**src/rtl/opf_pkg.sv**
```systemverilog
package opf_pkg;

    typedef enum logic [3:0] {
        AM_IMM  = 4'd0,
        AM_DIR  = 4'd1,
        AM_IND  = 4'd2,
        AM_REG  = 4'd3,
        AM_RIND = 4'd4,
        AM_REL  = 4'd5,
        AM_BASE = 4'd6,
        AM_PRE  = 4'd7,
        AM_POST = 4'd8,
        AM_STK  = 4'd9
    } am_e;

    typedef enum logic [1:0] {
        ST_IDLE = 2'd0,
        ST_CALC = 2'd1,
        ST_READ = 2'd2,
        ST_RESP = 2'd3
    } st_e;

endpackage

```
**src/rtl/opf_mode_plan.sv**
```systemverilog
// Decides, per mode, how many reads are needed and where the first one goes.
module opf_mode_plan
    import opf_pkg::*;
#(
    parameter int AW = 12
) (
    input  logic [3:0]    mode,
    input  logic [AW-1:0] afield,
    input  logic [AW-1:0] pc,
    input  logic [AW-1:0] rval,
    output logic [1:0]    reads,
    output logic          from_reg,
    output logic [AW-1:0] first_addr
);

    always_comb begin
        reads      = 2'd0;
        from_reg   = 1'b0;
        first_addr = '0;
        case (am_e'(mode))
            AM_DIR:  begin reads = 2'd1; first_addr = afield;        end
            AM_IND:  begin reads = 2'd2; first_addr = afield;        end
            AM_REG:  begin reads = 2'd0; from_reg   = 1'b1;          end
            AM_RIND: begin reads = 2'd1; first_addr = rval;          end
            AM_REL:  begin reads = 2'd1; first_addr = pc + afield;   end
            AM_BASE: begin reads = 2'd1; first_addr = rval + afield; end
            AM_PRE:  begin reads = 2'd2; first_addr = afield + rval; end
            AM_POST: begin reads = 2'd2; first_addr = afield;        end
            AM_STK:  begin reads = 2'd1; first_addr = rval;          end
            default: begin reads = 2'd0;                             end
        endcase
    end

    // unknown and immediate codes never ask for memory
    always_comb begin
        if (mode == 4'd0 || mode > 4'd9)
            assert_imm_no_read_R1: assert (reads == 2'd0 && !from_reg);
    end

endmodule

```
**src/rtl/opf_chain_step.sv**
```systemverilog
// Forms the second read address from the word returned by the first read.
module opf_chain_step
    import opf_pkg::*;
#(
    parameter int AW = 12
) (
    input  logic [3:0]    mode,
    input  logic [AW-1:0] ptr,
    input  logic [AW-1:0] rval,
    output logic [AW-1:0] next_addr
);

    always_comb begin
        case (am_e'(mode))
            AM_POST: next_addr = ptr + rval;
            default: next_addr = ptr;
        endcase
    end

endmodule

```
**src/rtl/opf_fetch_unit.sv**
```systemverilog
module opf_fetch_unit
    import opf_pkg::*;
#(
    parameter int DW   = 16,
    parameter int AW   = 12,
    parameter int NREG = 8
) (
    input  logic                    clk,
    input  logic                    rst_n,
    input  logic                    req_valid,
    output logic                    req_ready,
    input  logic [3:0]              req_mode,
    input  logic [AW-1:0]           req_afield,
    input  logic [$clog2(NREG)-1:0] req_reg,
    input  logic [AW-1:0]           req_pc,
    output logic [$clog2(NREG)-1:0] rf_sel,
    input  logic [DW-1:0]           rf_data,
    output logic                    rd_valid,
    input  logic                    rd_ready,
    output logic [AW-1:0]           rd_addr,
    input  logic [DW-1:0]           rd_data,
    output logic                    done,
    output logic [DW-1:0]           operand,
    output logic [AW-1:0]           ea,
    output logic [1:0]              acc_cnt
);

    localparam int RW = $clog2(NREG);
    localparam logic [RW-1:0] SP_IDX = RW'(NREG - 1);

    typedef struct packed {
        st_e           st;
        logic [3:0]    mode;
        logic [AW-1:0] afield;
        logic [RW-1:0] rsel;
        logic [AW-1:0] pc;
        logic [AW-1:0] addr;
        logic [1:0]    cnt;
        logic [1:0]    need;
        logic          done;
        logic [DW-1:0] opnd;
        logic [AW-1:0] ea;
        logic [1:0]    acc;
    } state_t;

    state_t s_d, s_q;

    logic [AW-1:0] rval, ptr, first_addr, next_addr;
    logic [1:0]    reads;
    logic          from_reg;

    // Low AW bits of register and memory words feed address arithmetic.
    generate
        if (DW == AW) begin : g_same_width
            assign rval = rf_data;
            assign ptr  = rd_data;
        end else begin : g_wide_data
            assign rval = rf_data[AW-1:0];
            assign ptr  = rd_data[AW-1:0];
        end
    endgenerate

    assign rf_sel = (am_e'(s_q.mode) == AM_STK) ? SP_IDX : s_q.rsel;

    opf_mode_plan #(.AW(AW)) plan_i (
        .mode       (s_q.mode),
        .afield     (s_q.afield),
        .pc         (s_q.pc),
        .rval       (rval),
        .reads      (reads),
        .from_reg   (from_reg),
        .first_addr (first_addr)
    );

    opf_chain_step #(.AW(AW)) step_i (
        .mode      (s_q.mode),
        .ptr       (ptr),
        .rval      (rval),
        .next_addr (next_addr)
    );

    always_comb begin
        s_d      = s_q;
        s_d.done = 1'b0;
        case (s_q.st)
            ST_IDLE: begin
                if (req_valid) begin
                    s_d.mode   = req_mode;
                    s_d.afield = req_afield;
                    s_d.rsel   = req_reg;
                    s_d.pc     = req_pc;
                    s_d.st     = ST_CALC;
                end
            end
            ST_CALC: begin
                if (reads == 2'd0) begin
                    s_d.done = 1'b1;
                    s_d.opnd = from_reg ? rf_data : DW'(s_q.afield);
                    s_d.ea   = '0;
                    s_d.acc  = 2'd0;
                    s_d.st   = ST_IDLE;
                end else begin
                    s_d.addr = first_addr;
                    s_d.need = reads;
                    s_d.cnt  = 2'd0;
                    s_d.st   = ST_READ;
                end
            end
            ST_READ: begin
                if (rd_ready) begin
                    s_d.cnt = s_q.cnt + 2'd1;
                    s_d.st  = ST_RESP;
                end
            end
            default: begin
                if (s_q.cnt == s_q.need) begin
                    s_d.done = 1'b1;
                    s_d.opnd = rd_data;
                    s_d.ea   = s_q.addr;
                    s_d.acc  = s_q.cnt;
                    s_d.st   = ST_IDLE;
                end else begin
                    s_d.addr = next_addr;
                    s_d.st   = ST_READ;
                end
            end
        endcase
    end

    always_ff @(posedge clk or negedge rst_n) begin
        if (!rst_n) begin
            s_q <= '0;
        end else begin
            s_q <= s_d;
        end
    end

    assign req_ready = (s_q.st == ST_IDLE);
    assign rd_valid  = (s_q.st == ST_READ);
    assign rd_addr   = s_q.addr;
    assign done      = s_q.done;
    assign operand   = s_q.opnd;
    assign ea        = s_q.ea;
    assign acc_cnt   = s_q.acc;

    // an offered read stays put until taken
    assert_read_held_R9: assert property (@(posedge clk) disable iff (!rst_n)
        rd_valid && !rd_ready |=> rd_valid && $stable(rd_addr));

    // done never lasts two cycles
    assert_done_pulse_R10: assert property (@(posedge clk) disable iff (!rst_n)
        done |=> !done);

    // results hold between pulses
    assert_result_hold_R10: assert property (@(posedge clk) disable iff (!rst_n)
        !done |-> $stable(operand) && $stable(ea) && $stable(acc_cnt));

    // an accepted request makes the unit busy at once
    assert_accept_busy_R11: assert property (@(posedge clk) disable iff (!rst_n)
        req_valid && req_ready |=> !req_ready && !done);

    // no memory traffic while idle
    assert_idle_quiet_R11: assert property (@(posedge clk) disable iff (!rst_n)
        rd_valid |-> !req_ready);

    // a result with no reads carries a zero address
    assert_no_read_no_ea_R1: assert property (@(posedge clk) disable iff (!rst_n)
        done && acc_cnt == 2'd0 |-> ea == '0);

endmodule

```
**config.mk**
```make
export PLATFORM = sky130hd
export DESIGN_NAME = opf_fetch_unit
export DESIGN_NICKNAME = d
export VERILOG_FILES = /design/src/rtl/opf_pkg.sv /design/src/rtl/opf_mode_plan.sv /design/src/rtl/opf_chain_step.sv /design/src/rtl/opf_fetch_unit.sv
export SDC_FILE = /design/constraint.sdc
export NUM_CORES = 1
export LEC_CHECK = 0
export ABC_AREA = 1
export BUFFER_PORTS_ARGS = -buffer_cell sky130_fd_sc_hd__buf_4
export CORE_MARGIN = 1.5
export CORE_UTILIZATION = 61
export CTS_CLUSTER_DIAMETER = 200
export DETAILED_ROUTE_END_ITERATION = 16
export GPL_TIMING_DRIVEN = 1
export PLACE_DENSITY = 0.92
export SLEW_MARGIN = 10
export SYNTH_ARGS = -nofsm -noshare
export SYNTH_HDL_FRONTEND = slang
export SYNTH_HIERARCHICAL = 1
export SYNTH_SLANG_ARGS = --single-unit
```
**constraint.sdc**
```tcl
create_clock -name clk -period 4.95 [get_ports clk]
set_clock_uncertainty 0.15 [all_clocks]
set_input_delay 0.99 -clock clk [delete_from_list [all_inputs] [get_ports clk]]
set_output_delay 0.99 -clock clk [all_outputs]
set_load 0.02 [all_outputs]
```
# Word-level counts from Yosys, hierarchy flattened
# Cells that the tools add are included.
[word_totals] reg_bits=80 latchBits=0 ram_bits=0 romBits=0 inputBits=67 wordCells=70 mem_count=0
[op_classes] add_sub_neg=4 n_mul=0 div=0 order_cmp=0 n_eq_ne=17 shifts=0 n_mux=19 n_bitwise=2 n_reduce_logical=16
[ops] op="2-to-1 mux 31 bit" n=2
[ops] op="case mux 31 bit (2 select lines)" n=1
[ops] op="case mux 12 bit (4 select lines)" n=1
[ops] op="adder 12 bit" n=3
[ops] op="2-to-1 mux 33 bit" n=1
[ops] op="2-to-1 mux 16 bit" n=2
[ops] op="2-to-1 mux 12 bit" n=2
[ops] op="case mux 12 bit (2 select lines)" n=1
[ops] op="equality test 4 x 3 -> 1 bit, second input constant" n=4
[ops] op="AND reduction 3 bit" n=3
[ops] op="equality test 4 x 2 -> 1 bit, second input constant" n=2
[ops] op="equality test 4 bit, second input constant" n=2
[ops] op="2-to-1 mux 2 bit" n=4
[ops] op="case mux 2 bit (2 select lines)" n=2
[ops] op="inequality test 2 bit, second input constant" n=3
[ops] op="case mux 2 bit (3 select lines)" n=1
[ops] op="AND reduction 2 bit" n=3
[ops] op="OR reduction 2 bit" n=3
[ops] op="OR reduction 3 bit" n=2
[ops] op="OR reduction 5 bit" n=1
[ops] op="equality test 4 x 1 -> 1 bit, second input constant" n=1
[ops] op="zero test 2 bit" n=2
[ops] op="inequality test 2 x 1 -> 1 bit, second input constant" n=2
[ops] op="nonzero test 2 bit" n=2
[ops] op="7 further kinds" n=8

# Depth between registers and ports, before layout
[logic_depth] ltp_word=6 depth_mapped=18

# Modules after synthesis
# Netlist, hierarchy kept.
[modules_own_cells] module="opf_fetch_unit" n_inst=1 cells_each=419 area_per_inst_um2=4030.1 seq_area_each_um2=2001.9
[modules_own_cells] module="opf_mode_plan" n_inst=1 cells_each=227 area_per_inst_um2=1226.2 seq_area_each_um2=0.0
[modules_own_cells] module="opf_chain_step" n_inst=1 cells_each=153 area_per_inst_um2=792.0 seq_area_each_um2=0.0

# Worst setup path before layout
# Ideal clock, no wire load.
[synth_path] path_type="register -> register" startpoint="register s_q[75] in the netlist's numbering" endpoint="register s_q, in the netlist rd_addr[8]" setup_time_ps=116 arrival_ps=2566 t_required_ps=4684 slack_ps=2117 stages_incl_launch_ff=17 path_buffers=2 synth_period_minus_slack_ps=2833 path_cell_list="dfrtp_1 > buf_4 > nand3_1 > buf_4 > mux2_2 > ha_1 > fa_1 > nand2_1 > nand3_1 > nand3_1 > nand3b_1 > nand3_1 > nand3_1 > nand2_1 > nand2_1 > nand2_1 > nand2_1"
[synth_between] word_cells_on_any_way=22
[synth_rtl] element="start, declared" line_no="opf_fetch_unit.sv:46" source="state_t s_d, s_q;"
[synth_rtl] element="start signal, assigned" line_no="opf_fetch_unit.sv:132" source="s_q <= '0;"
[synth_rtl] element="start signal, assigned" line_no="opf_fetch_unit.sv:134" source="s_q <= s_d;"
[synth_rtl] element="equality test 4 x 1 -> 1 bit (tied with other cells)" line_no="opf_mode_plan.sv:20" source="case (am_e'(mode))"
[synth_rtl] element="OR reduction 3 bit (no line) / OR reduction 2 bit (equally long branches)"
[synth_rtl] element="case mux 12 bit (4 select lines) *" line_no="opf_mode_plan.sv:20"
[synth_rtl] element="named net first_addr[8]" line_no="opf_fetch_unit.sv:48" source="logic [AW-1:0] rval, ptr, first_addr, next_addr;"
[synth_rtl] element="2-to-1 mux 16 bit *" line_no="opf_fetch_unit.sv:96" source="if (reads == 2'd0) begin"
[synth_rtl] element="case mux 12 bit (2 select lines) *" line_no="opf_fetch_unit.sv:85" source="case (s_q.st)"
# The timed path passes the listed nets; every way through them passes the cells marked *. The select of a mux whose other input is x is not followed.
# A chain may end at the register's enable or synchronous reset.

# Worst setup path in the final report
# Ends and elaborated chain as after synthesis.

==> results_dict.tcl <==
set metrics [dict create \
    place_area_um2 6570 \
    endpoint "rd_addr[8]" \
    grt_pass1_wl_um 25500 \
    viasPerCell 5.69 \
    track_usage 0.320 \
    layout_common_cells "269 x nand2_1, 114 x buf_4, 106 x nand3_1" \
    antenna_found_initial 0 \
    slew_viol_final 0 \
    rsz0062_at_grt "no" \
    mappedNetlistArea_um2 6050 \
    slew_headroom 0.271 \
    hold_violations 0 \
    dieHeight_um 103 \
    yosys.area_share.simple 0.342 \
    grt_pass1_vias 5236 \
    place_inst 977 \
    start_kind "flop" \
    start_util 0.625 \
    timing.max_cap.violations 0 \
    worst_path_max_delay_cell "dfrtp_1" \
    first_pass_iters 7 \
    path_cells "nand3_1 -> mux2_2 -> ha_1 -> fa_1 -> nand2_1 -> nand3_1 -> nand3_1 -> nand3b_1 -> nand3_1 -> nand3_1 -> nand2_1 -> nand2_1 -> nand2_1 -> nand2_1" \
    synth.distinct_cells 35 \
    h-tree-depth 3 \
    r2r_start "s_q[75]" \
    drc 0 \
    endpoint_kind "flop" \
    ctsHoldBuffers 0 \
    antennaDiodeCount 0 \
    synth_top_family_by_area "simple AND/OR/NAND/NOR gates" \
    period_minus_slack_ns 3.39 \
    ant_nets 0 \
    syn_area_per_cell_um2 7.57 \
    p_leak_nw 3.73 \
    cp_num_buf_inv 0 \
    die_w_um 103 \
    syn-num-nets 893 \
    synth.yosys.warnings 6 \
    root_buffer "clkbuf_8" \
    dieArea_um2 10500 \
    synth_xor_xnor_area_share 0.00869 \
    num_vias 5646 \
    cts_setup_buffers 0 \
    synthToLayoutAreaGrowth_pct 12.8 \
    grt_max_degree 81 \
    critPathMaxStageDelay_ns 0.66 \
    finalPower_mw 4.67 \
    io_pins 115 \
    cts.path.max_buffers 2 \
    clk_latency_ns 0.37 \
    fmax_mhz 295 \
    io_buffers 114 \
    synthMuxAreaShare 0.0869 \
    clkSlewWorstSetupHoldPaths_ns 0.09 \
    final_common_cell "nand2_1" \
    synthAdderAreaFrac 0.0583 \
    dp_hpwl_um 12200 \
    fin_crit_sh 0.684 \
    num_rows 36 \
    first_iter_violations 468 \
    crit_family "simple AND/OR/NAND/NOR gates" \
    path_depth 14 \
    ir_worst_vdd_mv 0.375 \
    overflow 0 \
    design_area_um2 6820 \
    r2r-end "rd_addr[8]" \
    worstMarginPinSlew_ns 1.09 \
    cts_tree "yes" \
    worstRegToRegCells 14 \
    drive_gt1_frac 0.242 \
    critPathKind "reg2reg" \
    status "finished, final reports clean" \
    tns_ns 0 \
    setup_viol 0 \
    seq_area_frac_synth 0.331 \
    hold_start "ea[1]" \
    required_ns 5.07 \
    syn_inst 799 \
    synth_seq_cells 80 \
    drt-total-wl_um 16400 \
    post_cts_resized 0 \
    finalNetCount 949 \
    crit_fanout 13 \
    cts_buffers 9 \
    place_congestion 0.985 \
    r2r_slack_ns 1.56 \
    fin_cells 993 \
    fp.coreArea_um2 9680 \
    wire_per_inst_um 16.5 \
    crit_arrival_ns 3.51 \
    synth_compound_area_frac 0.0445 \
    hold_path_class "reg2reg" \
    crit_start "s_q[75]" \
    utilization 0.705 \
    cts.sinks 80 \
    powerDensity_nw_per_um2 684 \
]
-- kinds of logic (layout without fill, tap and decap cells) --
| family | after synthesis | count (layout) |
|---|---|---|
| AO/OA/AOI/OAI | 41 | 41 |
| buffers and inverters | 143 | 204 |
| AND/OR/NAND/NOR | 463 | 463 |
| adder cells (fa/ha/maj) | 27 | 27 |
| XOR/XNOR | 6 | 6 |
| multiplexers | 39 | 39 |
| flip-flops | 80 | 80 |
-- worst min-delay path, cell delays in order (launching register included) --
cell     delay [ns]
dfrtp_1        0.35
nand3_1        0.07
nand2_1        0.05
-- power breakdown --
| part | switching (mW) | internal, mW |
|---|---|---|
| Clock | 0.273 | 0.347 |
| Combinational | 1.70 | 1.10 |
| Sequential | 0.303 | 0.945 |
-- stage by stage --
| stage | worst slack, ns | hold WS [ns] |
|---|---|---|
| floorplan | 2.12 | 0.320 |
| global placement | 1.70 | 0.333 |
| detailed placement | 1.61 | 0.338 |
| CTS | 1.56 | 0.360 |
| global route | 1.25 | 0.377 |
| finish | 1.56 | 0.355 |
-- routing by layer --
metal  vias to the layer above  part of all wire  track usage
li1                       2685                 -            -
met1                      2593              0.39        0.398
met2                       305              0.47        0.543
met3                        63             0.092       0.0610
met4                         0             0.041        0.148
met5                         -                 0            0
-- cell type report --
class	count	area, um^2
fill	804	2860
multi-input combinational	576	3270
tap	133	166
clock buffer	9	124
clock inverter	7	133
sequential	80	2000
timing repair buffer	114	856
inverter	74	278
-- sequential cells by signal, summed over array words and instances (netlist names) --
signal / count
ea: 12
rd_addr: 12
done: 1
s_q: 37
acc_cnt: 2
operand: 16
-- Yosys cell counts --
cell type  number  area, um^2
mux2_2         16         180
nand3_1       106         531
nor2_4          1        11.3
nor3_1          1        5.00
o211ai_1       14         105
o21a_1          1        7.51
nand3b_1        4        30.0
o31ai_4         1        21.3
inv_1          66         248
buf_2          12        60.1
fa_1            2        40.0
o21ai_2         2        17.5
nand2_1       269        1010
nor4_4          1        21.3
xor2_1          3        26.3
nand2_4         2        22.5
ha_1           25         313
dfrtp_1        80        2000
or2_2          14        87.6
nand4_1        24         150
a21boi_0        1        7.51
inv_2           8        30.0
o21ai_1         4        20.0
buf_6           7        78.8
buf_4          47         353
o21ai_0         4        20.0
xnor2_1         3        26.3
nand3_4         1        17.5
mux2_4         23         345
nand2_2         5        31.3
a21oi_1        14        70.1
clkbuf_1        3        11.3
nor2_2          2        12.5
nand3_2         2        20.0
nor2_1         31         116
-- worst min-delay path by stage --
stage	cells after the start	endpoint	slack (ns)
6_report	2	ea[1]	0.36
3_5_place_dp	2	ea[10]	0.34
3_3_place_gp	2	ea[1]	0.33
2_1_floorplan	2	ea[0]	0.32
4_1_cts	2	ea[1]	0.36
5_1_grt	1	s_q[55]	0.38
No activity file was read; power rests on OpenSTA's default activity.
